--- src/rtl/fsr_pkg.sv ---
package fsr_pkg;

   typedef enum logic [1:0] {
      ST_IDLE   = 2'd0,
      ST_PULSE  = 2'd1,
      ST_VERIFY = 2'd2,
      ST_SCAN   = 2'd3
   } seq_st_e;

   typedef enum logic [1:0] {
      OP_NONE  = 2'd0,
      OP_PROG  = 2'd1,
      OP_ERASE = 2'd2,
      OP_BLANK = 2'd3
   } op_e;

   // positions in the status byte (decoded by software)
   localparam int SB_READY  = 7;
   localparam int SB_ERASE  = 5;
   localparam int SB_PROG   = 4;
   localparam int SB_SUPPLY = 3;

   // index into the sticky flag vector
   localparam int FL_SUPPLY = 0;
   localparam int FL_PROG   = 1;
   localparam int FL_ERASE  = 2;
   localparam int FL_N      = 3;

endpackage

--- src/rtl/fsr_seq.sv ---
module fsr_seq
   import fsr_pkg::*;
#(
   parameter int MAX_PULSES = 8,
   parameter int WORD_W     = 16,
   parameter int BLK_WORDS  = 8,
   localparam int CNT_W = (MAX_PULSES > 1) ? $clog2(MAX_PULSES) : 1,
   localparam int AW    = (BLK_WORDS > 1) ? $clog2(BLK_WORDS) : 1
) (
   input  logic              clk,
   input  logic              rst_n,
   input  op_e               launch_op,
   input  logic              verify_pass,
   input  logic [WORD_W-1:0] scan_word,
   output logic              idle,
   output logic              pulse_on,
   output logic [AW-1:0]     scan_addr,
   output logic              fail_erase,
   output logic              fail_prog
);

   localparam logic [CNT_W-1:0] LAST_CNT = CNT_W'(MAX_PULSES - 1);
   localparam logic [AW-1:0]    LAST_IDX = AW'(BLK_WORDS - 1);

   seq_st_e           st_q;
   op_e               kind_q;
   logic [CNT_W-1:0]  cnt_q;
   logic [AW-1:0]     idx_q;
   logic              bad_q;
   logic              word_bad;
   logic              budget_out;
   logic              scan_end;

   assign word_bad   = (scan_word != {WORD_W{1'b1}});
   assign budget_out = (st_q == ST_VERIFY) && !verify_pass && (cnt_q == LAST_CNT);
   assign scan_end   = (st_q == ST_SCAN) && (idx_q == LAST_IDX);

   always_ff @(posedge clk or negedge rst_n) begin
      if (!rst_n) begin
         st_q   <= ST_IDLE;
         kind_q <= OP_NONE;
         cnt_q  <= '0;
         idx_q  <= '0;
         bad_q  <= 1'b0;
      end else begin
         unique case (st_q)
            ST_IDLE: begin
               unique case (launch_op)
                  OP_PROG, OP_ERASE: begin
                     st_q   <= ST_PULSE;
                     kind_q <= launch_op;
                     cnt_q  <= '0;
                  end
                  OP_BLANK: begin
                     st_q   <= ST_SCAN;
                     kind_q <= OP_BLANK;
                     idx_q  <= '0;
                     bad_q  <= 1'b0;
                  end
                  default: ;
               endcase
            end
            ST_PULSE: st_q <= ST_VERIFY;
            ST_VERIFY: begin
               if (verify_pass || cnt_q == LAST_CNT) begin
                  st_q <= ST_IDLE;
               end else begin
                  cnt_q <= cnt_q + 1'b1;
                  st_q  <= ST_PULSE;
               end
            end
            ST_SCAN: begin
               bad_q <= bad_q | word_bad;
               if (idx_q == LAST_IDX) st_q <= ST_IDLE;
               else                   idx_q <= idx_q + 1'b1;
            end
            default: st_q <= ST_IDLE;
         endcase
      end
   end

   assign idle       = (st_q == ST_IDLE);
   assign pulse_on   = (st_q == ST_PULSE);
   assign scan_addr  = idx_q;
   assign fail_prog  = budget_out && (kind_q == OP_PROG);
   assign fail_erase = (budget_out && (kind_q == OP_ERASE)) ||
                       (scan_end && (bad_q || word_bad));

endmodule

--- src/rtl/fsr_flags.sv ---
module fsr_flags
   import fsr_pkg::*;
(
   input  logic            clk,
   input  logic            rst_n,
   input  logic            req_clear,
   input  logic            req_erase,
   input  logic            req_blank,
   input  logic            req_prog,
   input  logic            vpp_ok,
   input  logic            vpp_high,
   input  logic            overprog,
   input  logic            fail_erase,
   input  logic            fail_prog,
   output logic [FL_N-1:0] flags,
   output op_e             launch_op,
   output logic            reject
);

   logic            stale_e, stale_p, stale_b;
   logic            go_e, go_p, go_b;
   logic            ovp_hit;
   logic [FL_N-1:0] set_v;

   assign stale_e = flags[FL_ERASE] | flags[FL_SUPPLY];
   assign stale_p = flags[FL_PROG]  | flags[FL_SUPPLY];
   assign stale_b = flags[FL_ERASE];
   assign ovp_hit = vpp_high & overprog;

   assign go_e = req_erase & !stale_e & vpp_ok;
   assign go_p = req_prog  & !stale_p & vpp_ok & !ovp_hit;
   assign go_b = req_blank & !stale_b;

   always_comb begin
      launch_op = OP_NONE;
      if (go_e)      launch_op = OP_ERASE;
      else if (go_b) launch_op = OP_BLANK;
      else if (go_p) launch_op = OP_PROG;
   end

   assign reject = (req_erase & (stale_e | !vpp_ok)) |
                   (req_prog  & (stale_p | !vpp_ok | ovp_hit)) |
                   (req_blank & stale_b);

   assign set_v[FL_SUPPLY] = ((req_erase & !stale_e) | (req_prog & !stale_p)) & !vpp_ok;
   assign set_v[FL_PROG]   = (req_prog & !stale_p & vpp_ok & ovp_hit) | fail_prog;
   assign set_v[FL_ERASE]  = fail_erase;

   for (genvar g = 0; g < FL_N; g++) begin : g_sticky
      always_ff @(posedge clk or negedge rst_n) begin
         if (!rst_n)         flags[g] <= 1'b0;
         else if (req_clear) flags[g] <= 1'b0;
         else if (set_v[g])  flags[g] <= 1'b1;
      end
   end

endmodule

--- src/rtl/flash_stat_ctl.sv ---
module flash_stat_ctl
   import fsr_pkg::*;
#(
   parameter int MAX_PULSES = 8,
   parameter int WORD_W     = 16,
   parameter int BLK_WORDS  = 8,
   localparam int AW = (BLK_WORDS > 1) ? $clog2(BLK_WORDS) : 1
) (
   input  logic              clk,
   input  logic              rst_n,
   input  logic              cmd_prog,
   input  logic              cmd_erase,
   input  logic              cmd_blank,
   input  logic              cmd_clear,
   input  logic              vpp_ok,
   input  logic              vpp_high,
   input  logic [WORD_W-1:0] prog_data,
   input  logic [WORD_W-1:0] cell_data,
   input  logic              verify_pass,
   input  logic [WORD_W-1:0] scan_word,
   output logic [7:0]        status,
   output logic              op_accept,
   output logic              op_reject,
   output logic              pulse_on,
   output logic [AW-1:0]     scan_addr
);

   if (MAX_PULSES < 1) begin : g_bad_pulses
      $error("MAX_PULSES must be at least 1");
   end
   if (WORD_W < 1) begin : g_bad_width
      $error("WORD_W must be at least 1");
   end
   if (BLK_WORDS < 1) begin : g_bad_words
      $error("BLK_WORDS must be at least 1");
   end

   logic            idle;
   logic            req_clear, req_erase, req_blank, req_prog;
   logic            overprog;
   logic            fail_erase, fail_prog;
   logic            reject;
   op_e             launch_op;
   logic [FL_N-1:0] flags;

   // fixed priority among simultaneous strobes, only while idle
   assign req_clear = idle & cmd_clear;
   assign req_erase = idle & !cmd_clear & cmd_erase;
   assign req_blank = idle & !cmd_clear & !cmd_erase & cmd_blank;
   assign req_prog  = idle & !cmd_clear & !cmd_erase & !cmd_blank & cmd_prog;

   // a 1 requested on a cell that already holds 0
   assign overprog = |(prog_data & ~cell_data);

   fsr_flags flags_i (
      .clk        (clk),
      .rst_n      (rst_n),
      .req_clear  (req_clear),
      .req_erase  (req_erase),
      .req_blank  (req_blank),
      .req_prog   (req_prog),
      .vpp_ok     (vpp_ok),
      .vpp_high   (vpp_high),
      .overprog   (overprog),
      .fail_erase (fail_erase),
      .fail_prog  (fail_prog),
      .flags      (flags),
      .launch_op  (launch_op),
      .reject     (reject)
   );

   fsr_seq #(
      .MAX_PULSES (MAX_PULSES),
      .WORD_W     (WORD_W),
      .BLK_WORDS  (BLK_WORDS)
   ) seq_i (
      .clk         (clk),
      .rst_n       (rst_n),
      .launch_op   (launch_op),
      .verify_pass (verify_pass),
      .scan_word   (scan_word),
      .idle        (idle),
      .pulse_on    (pulse_on),
      .scan_addr   (scan_addr),
      .fail_erase  (fail_erase),
      .fail_prog   (fail_prog)
   );

   always_ff @(posedge clk or negedge rst_n) begin
      if (!rst_n) begin
         op_accept <= 1'b0;
         op_reject <= 1'b0;
      end else begin
         op_accept <= (launch_op != OP_NONE);
         op_reject <= reject;
      end
   end

   always_comb begin
      status             = 8'h00;
      status[SB_READY]   = idle;
      status[SB_ERASE]   = flags[FL_ERASE];
      status[SB_PROG]    = flags[FL_PROG];
      status[SB_SUPPLY]  = flags[FL_SUPPLY];
   end

endmodule

--- config.mk ---
export PLATFORM = sky130hd
export DESIGN_NAME = flash_stat_ctl
export DESIGN_NICKNAME = d
export VERILOG_FILES = /design/src/rtl/fsr_pkg.sv /design/src/rtl/fsr_seq.sv /design/src/rtl/fsr_flags.sv /design/src/rtl/flash_stat_ctl.sv
export SDC_FILE = /design/constraint.sdc
export NUM_CORES = 1
export LEC_CHECK = 0
export BUFFER_PORTS_ARGS = -buffer_cell sky130_fd_sc_hd__buf_4
export CAP_MARGIN = 10
export CORE_ASPECT_RATIO = 0.9
export CORE_MARGIN = 5
export CORE_UTILIZATION = 44
export CTS_CLUSTER_SIZE = 28
export DETAILED_ROUTE_END_ITERATION = 16
export HOLD_SLACK_MARGIN = 0.12
export PLACE_DENSITY = 0.79
export SETUP_SLACK_MARGIN = 0.1
export SLEW_MARGIN = 20
export SYNTH_ARGS = -nofsm -noshare
export SYNTH_HDL_FRONTEND = slang
export SYNTH_SLANG_ARGS = --single-unit
export TNS_END_PERCENT = 1
--- constraint.sdc ---
create_clock -name clk -period 3.49 [get_ports clk]
set_clock_uncertainty 0.1 [all_clocks]
set_input_delay 0.1745 -clock clk [delete_from_list [all_inputs] [get_ports clk]]
set_output_delay 0.1745 -clock clk [all_outputs]
set_load 0.005 [all_outputs]
# ---- After elaboration in Yosys (flattened, before gate mapping)
# Index checks and enable logic that the tools add are counted.
dict set report totals {
  register_bits 16
  latchBits 0
  mem_bits_rw 0
  romBits 0
  output_inout_bits 14
  word_cells 115
  memories 0
}
dict set report classes {
  n_addsub 2
  mul 0
  div_mod_pow 0
  n_lt_le_gt_ge 0
  n_eq_ne 17
  shifts 0
  muxes 22
  bitwise 31
  reduce_logical 33
}
# op n
set ops {}
lappend ops {{1-bit bitwise AND} 19}
lappend ops {{16-bit bitwise AND} 1}
lappend ops {{16-bit != test (second input constant)} 1}
lappend ops {{16-bit inverter} 1}
lappend ops {{16-bit OR reduction} 1}
lappend ops {{2-bit nonzero test} 7}
lappend ops {{3-bit two-way mux} 4}
lappend ops {{3-bit case mux with 2 select lines} 2}
lappend ops {{2-bit == test (second input constant)} 5}
lappend ops {{1-bit bitwise OR} 10}
lappend ops {{1-bit logical NOT} 9}
lappend ops {{1-bit two-way mux} 9}
lappend ops {{2-bit case mux with 2 select lines} 2}
lappend ops {{2-bit case mux with 4 select lines} 1}
lappend ops {{3-bit by 1-bit adder with 3-bit output (second input constant)} 2}
lappend ops {{2-bit by 1-bit == test with 1-bit output (second input constant)} 3}
lappend ops {{3-bit == test (second input constant)} 2}
lappend ops {{1-bit logical AND} 6}
lappend ops {{2-bit two-way mux} 3}
lappend ops {{2-bit != test (second input constant)} 3}
lappend ops {{2-bit AND reduction} 3}
lappend ops {{3-bit AND reduction} 2}
lappend ops {{2-bit by 1-bit != test with 1-bit output (second input constant)} 2}
lappend ops {{1-bit logical OR} 3}
lappend ops {{other kinds (4)} 4}

# ---- Depth between registers and ports, before layout
dict set report logic_depth {
  depth_word 15
  ltp_mapped 11
}

# ---- Hierarchy
# From an unflattened synthesis, not the netlist that was laid out.
dict set report unflattened {
  cells_unflattened 136
  area_unflattened_um2 1242.4
}
# module instances cells_each area_per_inst_um2 seq_area_each_um2
set by_module_without_submodules {}
lappend by_module_without_submodules {fsr_seq 1 74 721.9 275.3}
lappend by_module_without_submodules {flash_stat_ctl 1 36 312.8 50.0}
lappend by_module_without_submodules {fsr_flags 1 26 207.7 75.1}

# ---- Worst setup path before layout
# Ideal clock, no wire load.
dict set report synth_timing {
  path_kind {register to register}
  startpoint {reg seq_i.st_q[0]}
  endpoint {reg seq_i.cnt_q[0]}
  setup_ns 0.139
  t_arrival_ns 2.179
  slack_ns 1.073
  path_stages_with_launch 11
  period_less_slack_ns 2.417
  path_cell_list {dfrtp_1 > inv_1 > ha_1 > nor3b_2 > and3_1 > nor2_1 > a21o_1 > ha_1 > nand2b_1 > o211ai_1 > o21ai_0}
}
dict set report synth_via {
  elab_chain_cells 15
}
# item line
set synth_rtl {}
lappend synth_rtl {{start: declaration} fsr_seq.sv:25} ;# seq_st_e st_q;
lappend synth_rtl {{start signal: assignment} fsr_seq.sv:40} ;# st_q <= ST_IDLE;
lappend synth_rtl {{start signal: assignment} fsr_seq.sv:50} ;# st_q <= ST_PULSE;
lappend synth_rtl {{start signal: assignment} fsr_seq.sv:55} ;# st_q <= ST_SCAN;
lappend synth_rtl {{2-bit logical NOT (*)} fsr_seq.sv:82} ;# assign idle = (st_q == ST_IDLE);
lappend synth_rtl {{net idle} flash_stat_ctl.sv:38} ;# logic idle;
lappend synth_rtl {{1-bit bitwise AND} {flash_stat_ctl.sv:48, flash_stat_ctl.sv:49, flash_stat_ctl.sv:50}}
lappend synth_rtl {{1-bit bitwise AND} {flash_stat_ctl.sv:49, flash_stat_ctl.sv:50}}
lappend synth_rtl {{1-bit bitwise AND (2 in series)} flash_stat_ctl.sv:50} ;# assign req_prog = idle & !cmd_clear & !cmd_erase & !cmd_blank & cmd_prog;
lappend synth_rtl {{1-bit bitwise AND (3 in series)} fsr_flags.sv:31} ;# assign go_p = req_prog & !stale_p & vpp_ok & !ovp_hit;
lappend synth_rtl {{1-bit two-way mux} fsr_flags.sv:38} ;# else if (go_p) launch_op = OP_PROG;
lappend synth_rtl {{2-bit two-way mux} fsr_flags.sv:37} ;# else if (go_b) launch_op = OP_BLANK;
lappend synth_rtl {{2-bit two-way mux} fsr_flags.sv:36} ;# if (go_e) launch_op = OP_ERASE;
lappend synth_rtl {{2-bit by 1-bit == test with 1-bit output or 2-bit == test (tied branches)} fsr_seq.sv:48} ;# unique case (launch_op)
lappend synth_rtl {{2-bit OR reduction} fsr_seq.sv:48}
lappend synth_rtl {{2-bit by 1-bit != test with 1-bit output (no line)} n/a}
lappend synth_rtl {{3-bit AND reduction (no line)} n/a}
lappend synth_rtl {{end signal: assignment} fsr_seq.sv:68} ;# cnt_q <= cnt_q + 1'b1;
lappend synth_rtl {{end: declaration} fsr_seq.sv:27} ;# logic [CNT_W-1:0] cnt_q;
# Mark *: on every way through the listed nets, which the timed path passes. The rest lies on a longest branch.
# A chain may end at the register's enable or synchronous reset.

# ---- Final worst setup path
dict set report layout_timing {
  startpoint {reg seq_i.st_q[0]}
  endpoint {reg seq_i.idx_q[1], in the netlist seq_i.scan_addr[1]}
}
dict set report layout_via {
  elab_chain_cells 14
}
# item line
set layout_rtl {}
lappend layout_rtl {{2-bit logical NOT} {fsr_seq.sv:46, fsr_seq.sv:82}}
lappend layout_rtl {{1-bit bitwise AND} {flash_stat_ctl.sv:48, flash_stat_ctl.sv:49, flash_stat_ctl.sv:50}}
lappend layout_rtl {{1-bit bitwise AND} {flash_stat_ctl.sv:49, flash_stat_ctl.sv:50}}
lappend layout_rtl {{1-bit bitwise AND (2 in series)} flash_stat_ctl.sv:50}
lappend layout_rtl {{1-bit bitwise AND (3 in series)} fsr_flags.sv:31}
lappend layout_rtl {{1-bit two-way mux} fsr_flags.sv:38}
lappend layout_rtl {{2-bit two-way mux} fsr_flags.sv:37}
lappend layout_rtl {{2-bit two-way mux} fsr_flags.sv:36}
lappend layout_rtl {{2-bit == test} fsr_seq.sv:48}
lappend layout_rtl {{2-bit by 1-bit != test with 1-bit output (no line)} n/a}
lappend layout_rtl {{3-bit AND reduction (no line)} n/a}
lappend layout_rtl {{end signal: assignment} fsr_seq.sv:75} ;# else idx_q <= idx_q + 1'b1;
lappend layout_rtl {{end: declaration} fsr_seq.sv:28} ;# logic [AW-1:0] idx_q;
# Several ways; a longest one is shown, not always the timed one.

==> impl_metrics.env <==
export IMPL_crit_path_max_fanout=11
export IMPL_antenna_found_initial=0
export IMPL_worstHoldStart="cmd_blank"
export IMPL_cts_clk_slew_worst_paths_ps=100
export IMPL_clk_insertion_delay_late_ps=290
export IMPL_cts_resized=0
export IMPL_synth_edf_count=0
export IMPL_p_leak_uw=0.000939
export IMPL_rows=18
export IMPL_status="completed"
export IMPL_die_area_um2=4070
export IMPL_grt_pass1_wl_um=5590
export IMPL_setup_tns_final_ps=0
export IMPL_drc=0
export IMPL_place_gp_congestion=0.934
export IMPL_ys_seq_area_share_pct=31.5
export IMPL_min_period_ps=2800
export IMPL_antenna_cells=0
export IMPL_cts_path_max_buffers=2
export IMPL_vias_per_cell=5.05
export IMPL_cts_root_buffer="clkbuf_4"
export IMPL_grtUsageTotal_pct=17.7
export IMPL_critPathMaxStageDelay_ps=420
export IMPL_final_cell_mix="66 x buf_4, 17 x nand2_1, 16 x dfrtp_1"
export IMPL_cts_made_buffers=3
export IMPL_syn_avg_cell_area_um2=8.77
export IMPL_whs_path_depth=4
export IMPL_place_inst=248
export IMPL_final_nets=285
export IMPL_finalWirelength_um=3420
export IMPL_drtIter0Drc=49
export IMPL_worstSetupPathType="reg -> reg"
export IMPL_synth_distinct_cells=35
export IMPL_slew_viol_final=0
export IMPL_ir_worst_vdd_uv=508
export IMPL_min_to="op_reject"
export IMPL_worstPathRequired_ps=3600
export IMPL_power_uw=808
export IMPL_die_w_um=66.7
export IMPL_synthCells=145
export IMPL_coreArea_um2=2770
export IMPL_arrival_ps=2910
export IMPL_postCtsSetupRepairBufs=0
export IMPL_ios=71
export IMPL_async_flop_share_pct=100
export IMPL_ant_nets=0
export IMPL_min_path_type="in -> reg"
export IMPL_netlist_area_um2=1270
export IMPL_grt_pass1_vias=1320
export IMPL_clock_sinks=16
export IMPL_crit_chain="inv_1, ha_1, nand2b_1, nor4_2, nor2b_1, a21oi_1, ha_1, nand2b_1, nor3b_1, a22oi_1, o21ai_0"
export IMPL_initial_core_util_pct=45.9
export IMPL_maxCapViolations=0
export IMPL_slowest_stage="dfrtp_1"
export IMPL_post_drt_wl_per_cell_um=13.4
export IMPL_n_fill_cell=237
export IMPL_vias=1288
export IMPL_crit_path_start_kind="flop"
export IMPL_overflow=0
export IMPL_regArea_um2=400
export IMPL_cp_end_kind="flop"
export IMPL_timing_rr_start="seq_i.st_q[0]"
export IMPL_dr_pass1_iters=4
export IMPL_r2r_slack_ps=690
export IMPL_synth_ff_type="dfrtp_1"
export IMPL_cts_tree="built"
export IMPL_drive_above_1_share_pct=35.3
export IMPL_cellPowerDensity_nw_per_um2=437
export IMPL_areaGrowthSynthToFinish_pct=45.5
export IMPL_setup_viol=0
export IMPL_io_buffers=66
export IMPL_reg2reg_depth=11
export IMPL_synth_seq_cells=16
export IMPL_dp_hpwl_um=2930
export IMPL_cts_hold_buf=3
export IMPL_final_cells=255
export IMPL_multi_input_area_um2=792
export IMPL_holdWs_ps=122
export IMPL_die_h_um=61.0
export IMPL_grt_max_degree=17
export IMPL_final_hold_viol_count=0
export IMPL_layout_commonest_cell="buf_4"
export IMPL_timing_fmax_ghz=0.357
export IMPL_ys_warn_count=0
export IMPL_fin_crit_sh_pct=80.3
export IMPL_h_tree_depth=1
export IMPL_rr_endpoint="seq_i.scan_addr[1]"
export IMPL_rsz0062_at_grt="no"
power by group:
| part | switching, uW | internal, uW |
|---|---|---|
| logic | 208 | 201 |
| registers | 37.8 | 234 |
| clock network | 63.1 | 63.5 |
cell families (layout without fill, tap and decap cells):
| logic type | after synthesis | in the layout | synth area share, % |
|---|---|---|---|
| flip-flops | 16 | 16 | 31.5 |
| AO/OA/AOI/OAI | 33 | 33 | 19.3 |
| adder cells (fa/ha/maj) | 12 | 12 | 11.8 |
| AND/OR/NAND/NOR | 62 | 62 | 27.7 |
| multiplexers | 3 | 3 | 2.36 |
| other | 1 | 4 | 0.295 |
| buffers and inverters | 18 | 85 | 7.09 |
worst max-delay path, delay by kind of cell, from the launching register on:
family / cells / cell delay (ps)
AND/OR/NAND/NOR: 5 / 1050
AO/OA/AOI/OAI: 3 / 460
buffers and inverters: 1 / 130
adder cells (fa/ha/maj): 2 / 550
flip-flops: 1 / 420
worst max-delay path by stage:
stage                   from                  to  slack (ps)  depth (start not counted)
6_report       seq_i.st_q[0]  seq_i.scan_addr[1]         690                         11
5_1_grt        seq_i.st_q[0]  seq_i.scan_addr[1]         340                         11
4_1_cts        seq_i.st_q[0]  seq_i.scan_addr[1]         670                         11
3_5_place_dp   seq_i.st_q[0]  seq_i.scan_addr[1]         710                         11
3_3_place_gp   seq_i.st_q[0]      seq_i.cnt_q[1]         900                         10
2_1_floorplan  seq_i.st_q[0]      seq_i.cnt_q[0]        1070                         10
area by class of cell:
type | instances | share of cell area [%]
inverters | 12 | 2.44
clock buffers | 4 | 1.96
well taps | 40 | 2.71
multi-input cells | 114 | 42.8
repair buffers | 69 | 28.4
flip-flops and latches | 16 | 21.7
metrics by stage:
| stage | utilization, % | instance area (um^2) | setup slack, ps |
|---|---|---|---|
| 6_report | 66.8 | 1850 | 687 |
| 5_1_grt | 66.8 | 1850 | 344 |
| 4_1_cts | 66.8 | 1850 | 674 |
| 3_5_place_dp | 64.4 | 1780 | 713 |
| 3_3_place_gp | 64.4 | 1780 | 898 |
| 2_1_floorplan | - | 1280 | 1070 |
metal layers:
layer  share of wire, %  wire, um  up-vias  track usage, %
li1                   -         -      645               -
met1                 41      1390      601            20.2
met2                 51      1750       40            33.9
met3                8.0       273        2            5.00
met4               0.29        10        0            1.74
met5                  0         0        -               0
cells in the mapped netlist, drive strengths merged (2+ instances only):
library cell / n / area, um^2
a2111oi: 4 / 60.1
a21oi: 3 / 15.0
a22o: 2 / 17.5
a31oi: 3 / 18.8
buf: 6 / 45.0
dfrtp: 16 / 400
ha: 12 / 150
inv: 12 / 45.0
mux2i: 3 / 30.0
nand2: 17 / 63.8
nand2b: 8 / 50.1
nand4: 4 / 25.0
nor2: 6 / 22.5
nor2b: 14 / 87.6
nor3b: 4 / 35.0
nor4: 2 / 18.8
o21ai: 11 / 55.1
o22ai: 3 / 18.8
state kept, by name (all words and copies together) (netlist names):
name,cells
flags_i.stale_b,1
op_accept,1
seq_i.st_q,2
op_reject,1
flags_i.flags,2
seq_i.bad_q,1
seq_i.kind_q,2
seq_i.cnt_q,3
seq_i.scan_addr,3
No activity file was read; power rests on OpenSTA's default activity.
